## config.mk

```make
export PLATFORM = sky130hd
export DESIGN_NAME = pwr_event_arbiter
export DESIGN_NICKNAME = d
export VERILOG_FILES = /design/src/rtl/pwr_event_arbiter.sv
export SDC_FILE = /design/constraint.sdc
export NUM_CORES = 1
export LEC_CHECK = 0
export BUFFER_PORTS_ARGS = -buffer_cell sky130_fd_sc_hd__buf_4
export CAP_MARGIN = 40
export CELL_PAD_IN_SITES_DETAIL_PLACEMENT = 2
export CELL_PAD_IN_SITES_GLOBAL_PLACEMENT = 2
export CORE_ASPECT_RATIO = 1.4
export CORE_MARGIN = 5
export CORE_UTILIZATION = 33
export DETAILED_ROUTE_END_ITERATION = 10
export GPL_TIMING_DRIVEN = 0
export MAX_ROUTING_LAYER = met4
export PLACE_DENSITY_LB_ADDON = 0.05
export SETUP_SLACK_MARGIN = 0.1
export SKIP_CTS_REPAIR_TIMING = 1
export SLEW_MARGIN = 40
export SYNTH_ARGS = -nofsm -noshare
export SYNTH_HDL_FRONTEND = slang
export SYNTH_SLANG_ARGS = --single-unit
```

## constraint.sdc

```tcl
create_clock -name clk -period 1.8 [get_ports clk]
set_clock_uncertainty 0.2 [all_clocks]
set_input_delay 0.09 -clock clk [delete_from_list [all_inputs] [get_ports clk]]
set_output_delay 0.09 -clock clk [all_outputs]
set_load 0.01 [all_outputs]
```

## src/rtl/pwr_event_arbiter.sv

```systemverilog
module pwr_event_arbiter #(
  parameter int LONG_TICKS = 10200
) (
  input  logic       clk,
  input  logic       rst_n,
  input  logic       tick,
  input  logic       cpu_on,
  input  logic       pgood,
  input  logic       btn_pressed,
  input  logic       lid_open,
  input  logic       auto_on_set,
  input  logic       ap_off_set,
  input  logic       sw_on_req,
  input  logic       sw_off_req,
  output logic       on_evt,
  output logic [2:0] on_code,
  output logic       off_evt,
  output logic [2:0] off_code,
  output logic       pmic_pwron,
  output logic       kbd_scan_dis
);
  localparam int CW = $clog2(LONG_TICKS + 1);

  logic          lid_q, lid_f, auto_f, apoff_f, swon_f, swoff_f;
  logic          held, armed;
  logic [CW-1:0] cnt;
  logic [2:0]    on_n, off_n;
  logic          chk_off, chk_on, lp_fire, req_off, pg_loss;

  assign chk_off = tick && !cpu_on;
  assign chk_on  = tick && cpu_on;
  assign lp_fire = chk_on && btn_pressed && held && armed && (cnt == CW'(LONG_TICKS));
  assign req_off = chk_on && !btn_pressed && swoff_f;
  assign pg_loss = chk_on && !pgood;

  always_comb begin
    on_n = 3'd0;
    if (chk_off) begin
      if (pgood)            on_n = apoff_f ? 3'd0 : 3'd1;
      else if (auto_f)      on_n = 3'd2;
      else if (lid_f)       on_n = 3'd3;
      else if (btn_pressed) on_n = 3'd4;
      else if (swon_f)      on_n = 3'd5;
    end
  end

  assign off_n = req_off ? 3'd4 : lp_fire ? 3'd2 : pg_loss ? 3'd3 : 3'd0;

  always_ff @(posedge clk) begin
    if (!rst_n) begin
      on_evt <= 1'b0; on_code <= '0; off_evt <= 1'b0; off_code <= '0;
      pmic_pwron <= 1'b0; kbd_scan_dis <= 1'b0;
      lid_q <= 1'b0; lid_f <= 1'b0; auto_f <= 1'b0; apoff_f <= 1'b0;
      swon_f <= 1'b0; swoff_f <= 1'b0;
      held <= 1'b0; armed <= 1'b0; cnt <= '0;
    end else begin
      on_evt   <= (on_n != 3'd0);
      on_code  <= on_n;
      off_evt  <= (off_n != 3'd0);
      off_code <= off_n;
      lid_q    <= lid_open;

      if (chk_off) apoff_f <= 1'b0;
      if (on_n == 3'd1 || on_n == 3'd2) auto_f <= 1'b0;
      if (on_n == 3'd3 || off_n != 3'd0) lid_f <= 1'b0;
      if (on_n == 3'd5) swon_f <= 1'b0;
      if (req_off) swoff_f <= 1'b0;

      if (!cpu_on) begin
        pmic_pwron <= 1'b0; kbd_scan_dis <= 1'b0;
        held <= 1'b0; armed <= 1'b0; cnt <= '0;
      end else if (tick) begin
        kbd_scan_dis <= btn_pressed;
        pmic_pwron   <= btn_pressed;
        held         <= btn_pressed;
        if (!btn_pressed) begin
          armed <= 1'b0;
        end else if (!held) begin
          armed <= 1'b1;
          cnt   <= CW'(1);
        end else if (lp_fire) begin
          armed <= 1'b0;
        end else if (armed) begin
          cnt <= cnt + CW'(1);
        end
      end

      if (lid_open && !lid_q) lid_f   <= 1'b1;
      if (auto_on_set)        auto_f  <= 1'b1;
      if (ap_off_set)         apoff_f <= 1'b1;
      if (sw_on_req)          swon_f  <= 1'b1;
      if (sw_off_req)         swoff_f <= 1'b1;
    end
  end

  a_r11_on_pulse: assert property (@(posedge clk) disable iff (!rst_n) on_evt |=> !on_evt);
  a_r11_off_pulse: assert property (@(posedge clk) disable iff (!rst_n) off_evt |=> !off_evt);
  a_r11_exclusive: assert property (@(posedge clk) disable iff (!rst_n) !(on_evt && off_evt));
  a_r2_on_when_off: assert property (@(posedge clk) disable iff (!rst_n)
    on_evt |-> ($past(tick) && !$past(cpu_on)));
  a_r2_code1_pgood: assert property (@(posedge clk) disable iff (!rst_n)
    (on_code == 3'd1) |-> $past(pgood));
  a_r6_pwron_on: assert property (@(posedge clk) disable iff (!rst_n)
    pmic_pwron |-> $past(cpu_on));
  a_r7_long_btn: assert property (@(posedge clk) disable iff (!rst_n)
    (off_code == 3'd2) |-> $past(btn_pressed));
  a_r8_req_released: assert property (@(posedge clk) disable iff (!rst_n)
    (off_code == 3'd4) |-> !$past(btn_pressed));
  a_r9_pg_low: assert property (@(posedge clk) disable iff (!rst_n)
    (off_code == 3'd3) |-> !$past(pgood));
endmodule

```

Word-level counts from Yosys, hierarchy flattened
Cells that the tools add are included.
{"block": "op_classes", "addsub": 1, "multipliers": 0, "n_div": 0, "magnitude_cmp": 0, "n_eq_ne": 8, "n_shift": 0, "muxes": 26, "bitwise": 0, "reduce_logical": 26}
{"operator": "two-way mux 14 bit", "count": 3}
{"operator": "two-way mux 3 bit", "count": 7}
{"operator": "adder 14 x 1 -> 14 bit (second input constant)", "count": 1}
{"operator": "== test 14 bit (second input constant)", "count": 1}
{"operator": "two-way mux 1 bit", "count": 14}
{"operator": "logical AND 1 bit", "count": 10}
{"operator": "nonzero test 2 bit", "count": 5}
{"operator": "== test 3 x 2 -> 1 bit (second input constant)", "count": 2}
{"operator": "nonzero test 3 bit", "count": 2}
{"operator": "zero test 1 bit", "count": 4}
{"operator": "two-way mux 2 bit", "count": 2}
{"operator": "AND reduction 2 bit", "count": 2}
{"operator": "AND reduction 4 bit", "count": 1}
{"operator": "== test 3 x 1 -> 1 bit (second input constant)", "count": 1}
{"operator": "== test 3 bit (second input constant)", "count": 1}
{"operator": "!= test 3 x 2 -> 1 bit (second input constant)", "count": 1}
{"operator": "logical OR 1 bit", "count": 2}
{"operator": "!= test 2 x 1 -> 1 bit (second input constant)", "count": 1}
{"operator": "!= test 2 bit (second input constant)", "count": 1}
{"block": "word_totals", "ff_bits": 30, "latchBits": 0, "ram_bits": 0, "romBits": 0, "inputBits": 11, "n_memories": 0}

Longest topological paths before layout
{"block": "logic_depth", "ltp_word": 11, "mapped_depth": 7, "ltp_nobuf": 7}

Worst setup path after synthesis
No wires, ideal clock.
{"block": "synth_timing", "path_type": "flip-flop to flip-flop", "start": "register held", "end": "register cnt[1]", "t_arrival_ps": 1414, "setup_slack_ps": 116, "stages_incl_launch_ff": 6, "path_buffers": 0, "period_less_slack_ps": 1684, "cell_sequence": "dfxtp_1 nand2_2 nor4_4 a21boi_2 mux2_1 a21oi_1"}
{"block": "synth_via", "elab_chain_cells": 5, "word_cells_on_any_way": 7}
{"element": "from (decl)", "line_no": "25", "rtl": "logic held, armed;"}
{"element": "from (signal assigned)", "line_no": "75", "rtl": "held <= btn_pressed;"}
{"element": "logical AND 1 bit (3 in a row)", "line_no": "32", "rtl": "assign lp_fire = chk_on && btn_pressed && held && armed && (cnt == CW'(LONG_TICKS));"}
{"element": "!= test 2 bit (no line)"}
{"element": "AND reduction 4 bit (no line)"}
{"element": "to (signal assigned)", "line_no": "84", "rtl": "cnt <= cnt + CW'(1);"}
{"element": "to (decl)", "line_no": "26", "rtl": "logic [CW-1:0] cnt;"}
Parallel ways exist; a longest one is shown, timed or not.
A chain may end at the register's enable or synchronous reset.

Worst setup path after layout
{"block": "layout_timing", "start": "register cnt[0]", "end": "register lid_f"}
{"block": "layout_via", "elab_chain_cells": 7}
{"element": "== test 14 bit", "line_no": "32"}
{"element": "logical AND 1 bit", "line_no": "32"}
{"element": "two-way mux 2 bit", "line_no": "47", "rtl": "assign off_n = req_off ? 3'd4 : lp_fire ? 3'd2 : pg_loss ? 3'd3 : 3'd0;"}
{"element": "two-way mux 3 bit", "line_no": "47"}
{"element": "nonzero test 3 bit", "line_no": "65", "rtl": "if (on_n == 3'd3 || off_n != 3'd0) lid_f <= 1'b0;"}
{"element": "logical OR 1 bit", "line_no": "65"}
{"element": "nonzero test 2 bit (no line)"}
{"element": "to (signal assigned)", "line_no": "53", "rtl": "lid_q <= 1'b0; lid_f <= 1'b0; auto_f <= 1'b0; apoff_f <= 1'b0;"}
{"element": "to (signal assigned)", "line_no": "65"}
{"element": "to (signal assigned)", "line_no": "88", "rtl": "if (lid_open && !lid_q) lid_f <= 1'b1;"}
{"element": "to (decl)", "line_no": "24", "rtl": "logic lid_q, lid_f, auto_f, apoff_f, swon_f, swoff_f;"}
Every way passes these cells.

==> results.ini <==
[run_status]
status=finished with violations
violations=setup timing

[route]
via_count=1225
viasPerCell=5.21
routedWlPerCell_um=16.9
dr.pass1.iters=4
route.detailed.drc=0
wl_mm=3.97
detail-route-antenna-nets=0
initialDrtViolationCount=42

[clock_network]
cts_buffers=5
tritoncts_num_sinks=30
clkTransAtPathRegs_ps=60
cts_root_buffer=clkbuf_8
insertion_delay_ps=270
cts.path.max_buffers=2
htreeDepth=2
cts_tree=done

[grt]
grt_pass1_vias=1307
grt-ovfl-total=0
grt_max_degree=11
grt_use_total_pct=14.4
grt_first_pass_wirelength_mm=6.16
grt_antenna_before_repair=0

[pwr]
p_int_mw=1.03
clockPowerShare_pct=39.4
p_leak_nw=0.722
power_frac_seq_pct=51.2
ir_drop_uv=485
power_frac_comb_pct=9.4
power.net_switching_mw=0.317
power_mw=1.35
swShare_pct=23.5
power_density_nw_per_um2=721

[sta]
fin_crit_sh_pct=108
fmax_mhz=515
setup_viol=7
worstMarginPinSlew_ps=496
hold-worst-slack_ps=3.21
finalHoldViolations=0
rsz0062_at_grt=true
maxSlewHeadroom_pct=66.9
setup_slack_ps=-142
fin_crit_ps=1940
slew_violations=0

[placed_design]
hpwl_mm=2.80
portBuffers=18
placed_area_um2=1550
place_ws_ps=-43.5
gp_congestion=0.696

[die]
core-area_um2=3950
start_util_pct=34.3
die_area_um2=5510
die_width_um=64.2
num_io_pins=21
die_height_um=85.9
fp-row-count=27

[synth]
yosys.area.top_type=dfxtp_1
syn_inst=154
yosysMostFrequentCell=dfxtp_1
synthTopCellsByArea=dfxtp_1 44%, xnor2_1 6.5%, nor2_1 5.3%
synthArstFlopShare_pct=0
synth_edf_count=0
ys_ff_latch=30
syn_avg_cell_area_um2=8.81
syn_nets=167
synthDistinctLibCells=38
ys_seq_area_share_pct=44.3
yosys_most_used_dff=dfxtp_1
netlist_area_um2=1360
ys_warn_count=0
yosys.area.top_type_share_pct=44.3
synth_common_cells=30 x dfxtp_1, 19 x nor2_1, 18 x nand2_1, 10 x inv_1, 10 x xnor2_1

[critical_path]
r2r_slack_ps=-140
critPathMaxFanout=5
r2r_start=cnt[0]
criticalPathCategory=flop to flop
cp.depth=8
crit_buf_inv=2
crit_family=simple AND/OR/NAND/NOR gates
ff2ff_path_depth=8
cp.required_ps=1760
critPathLaunchType=flop
cpPeakStageDelay_ps=370
end_kind=flop
crit_chain=inv_4 -> ha_4 -> nand4b_1 -> nor4_4 -> buf_4 -> nand2_2 -> o22ai_1 -> o32ai_1
critical-path-slowest-cell=dfxtp_4
crit_arrival_ps=1900
reg2reg_to=lid_f

[worst_hold_path]
min_from=btn_pressed
min_path_type=input port to flop
min_to=off_code[2]
worstHoldPathCells=4

[cells_and_area]
drive_gt1_share_pct=31.3
fin_nets=206
nFillCells=445
n_antenna_cell=0
design_area_um2=1870
syn2layout_area_growth_pct=38.0
final_util_pct=47.4

[run]
maxCapViolations=0

[per-stage QoR]
stage                     cells  TNS (ps)
after floorplan             154         0
after global placement      215         0
after detailed placement    215      -157
after CTS                   221      -401
after global routing        235     -1440
final                       235      -698
[area by class of cell]
| type | instances | area, um2 | share of cell area (%) |
|---|---|---|---|
| clock buffers | 6 | 82.6 | 4.41 |
| repair buffers | 32 | 264 | 14.1 |
| well taps | 43 | 53.8 | 2.87 |
| multi-input cells | 110 | 798 | 42.6 |
| flip-flops and latches | 30 | 612 | 32.7 |
| inverters | 10 | 42.5 | 2.27 |
| plain buffers | 4 | 18.8 | 1.00 |
[cell families after synthesis]
| family | after synthesis | synth area share, % |
|---|---|---|
| AO/OA/AOI/OAI | 27 | 12.8 |
| multiplexers | 2 | 1.57 |
| adder cells (fa/ha/maj) | 2 | 1.84 |
| XOR/XNOR | 10 | 6.46 |
| flip-flops | 30 | 44.3 |
| buffers and inverters | 14 | 4.15 |
| AND/OR/NAND/NOR | 69 | 28.9 |
[sequential cells by signal (all words and copies together) (netlist names)]
| name | cells |
|---|---|
| lid_q | 1 |
| off_code | 3 |
| off_evt | 1 |
| auto_f | 1 |
| swoff_f | 1 |
| armed | 1 |
| cnt | 14 |
| swon_f | 1 |
| held | 1 |
| lid_f | 1 |
| on_evt | 1 |
| on_code | 3 |
| apoff_f | 1 |
[layer usage]
layer  wire, um  track usage [%]  vias to the layer above
met4         57             3.33                        0
met3         78             3.15                        6
met5          0                -                        -
met1       1460             13.9                      598
met2       2370             28.4                       19
li1           -                -                      602
[worst register-to-register path, cell delays in order (launching register included)]
cell	delay (ps)
dfxtp_4	370
inv_4	70
ha_4	120
nand4b_1	130
nor4_4	360
buf_4	170
nand2_2	70
o22ai_1	230
o32ai_1	120
[worst max path at each step]
stage / startpoint / end
after floorplan: held / cnt[1]
after global placement: held / cnt[13]
after detailed placement: cnt[0] / cnt[0]
after CTS: held / cnt[0]
after global routing: cnt[0] / cnt[0]
final: cnt[0] / lid_f
[cell usage in the layout (no fill, tap or decap), drive strengths merged]
| master | n |
|---|---|
| ha | 2 |
| a221oi | 1 |
| nor2 | 19 |
| xnor2 | 10 |
| a21boi | 3 |
| nand4b | 1 |
| a21oi | 9 |
| nand4 | 3 |
| mux2 | 1 |
| a31o | 1 |
| nand3 | 6 |
| clkbuf | 9 |
| or3 | 2 |
| and2b | 1 |
| dfxtp | 30 |
| mux2i | 1 |
| nor3 | 5 |
| o21ai | 6 |
| o22ai | 1 |
| dlygate4sd3 | 8 |
| inv | 10 |
| nor4 | 7 |
| buf | 25 |
| nand2 | 19 |
| o22a | 1 |
| and2 | 3 |
| o31ai | 1 |
| or2b | 2 |
| nor2b | 1 |
| o21bai | 2 |
| o32ai | 2 |
[power by group through the flow]
stage | Sequential [mW] | Combinational (mW) | Clock (mW)
after detailed placement | 0.708 | 0.106 | 0
after CTS | 0.693 | 0.106 | 0.552
after floorplan | 0.708 | 0.0562 | 0
after global placement | 0.707 | 0.100 | 0
final | 0.691 | 0.126 | 0.532
after global routing | 0.694 | 0.140 | 0.580
(Power assumes the default switching activity.)
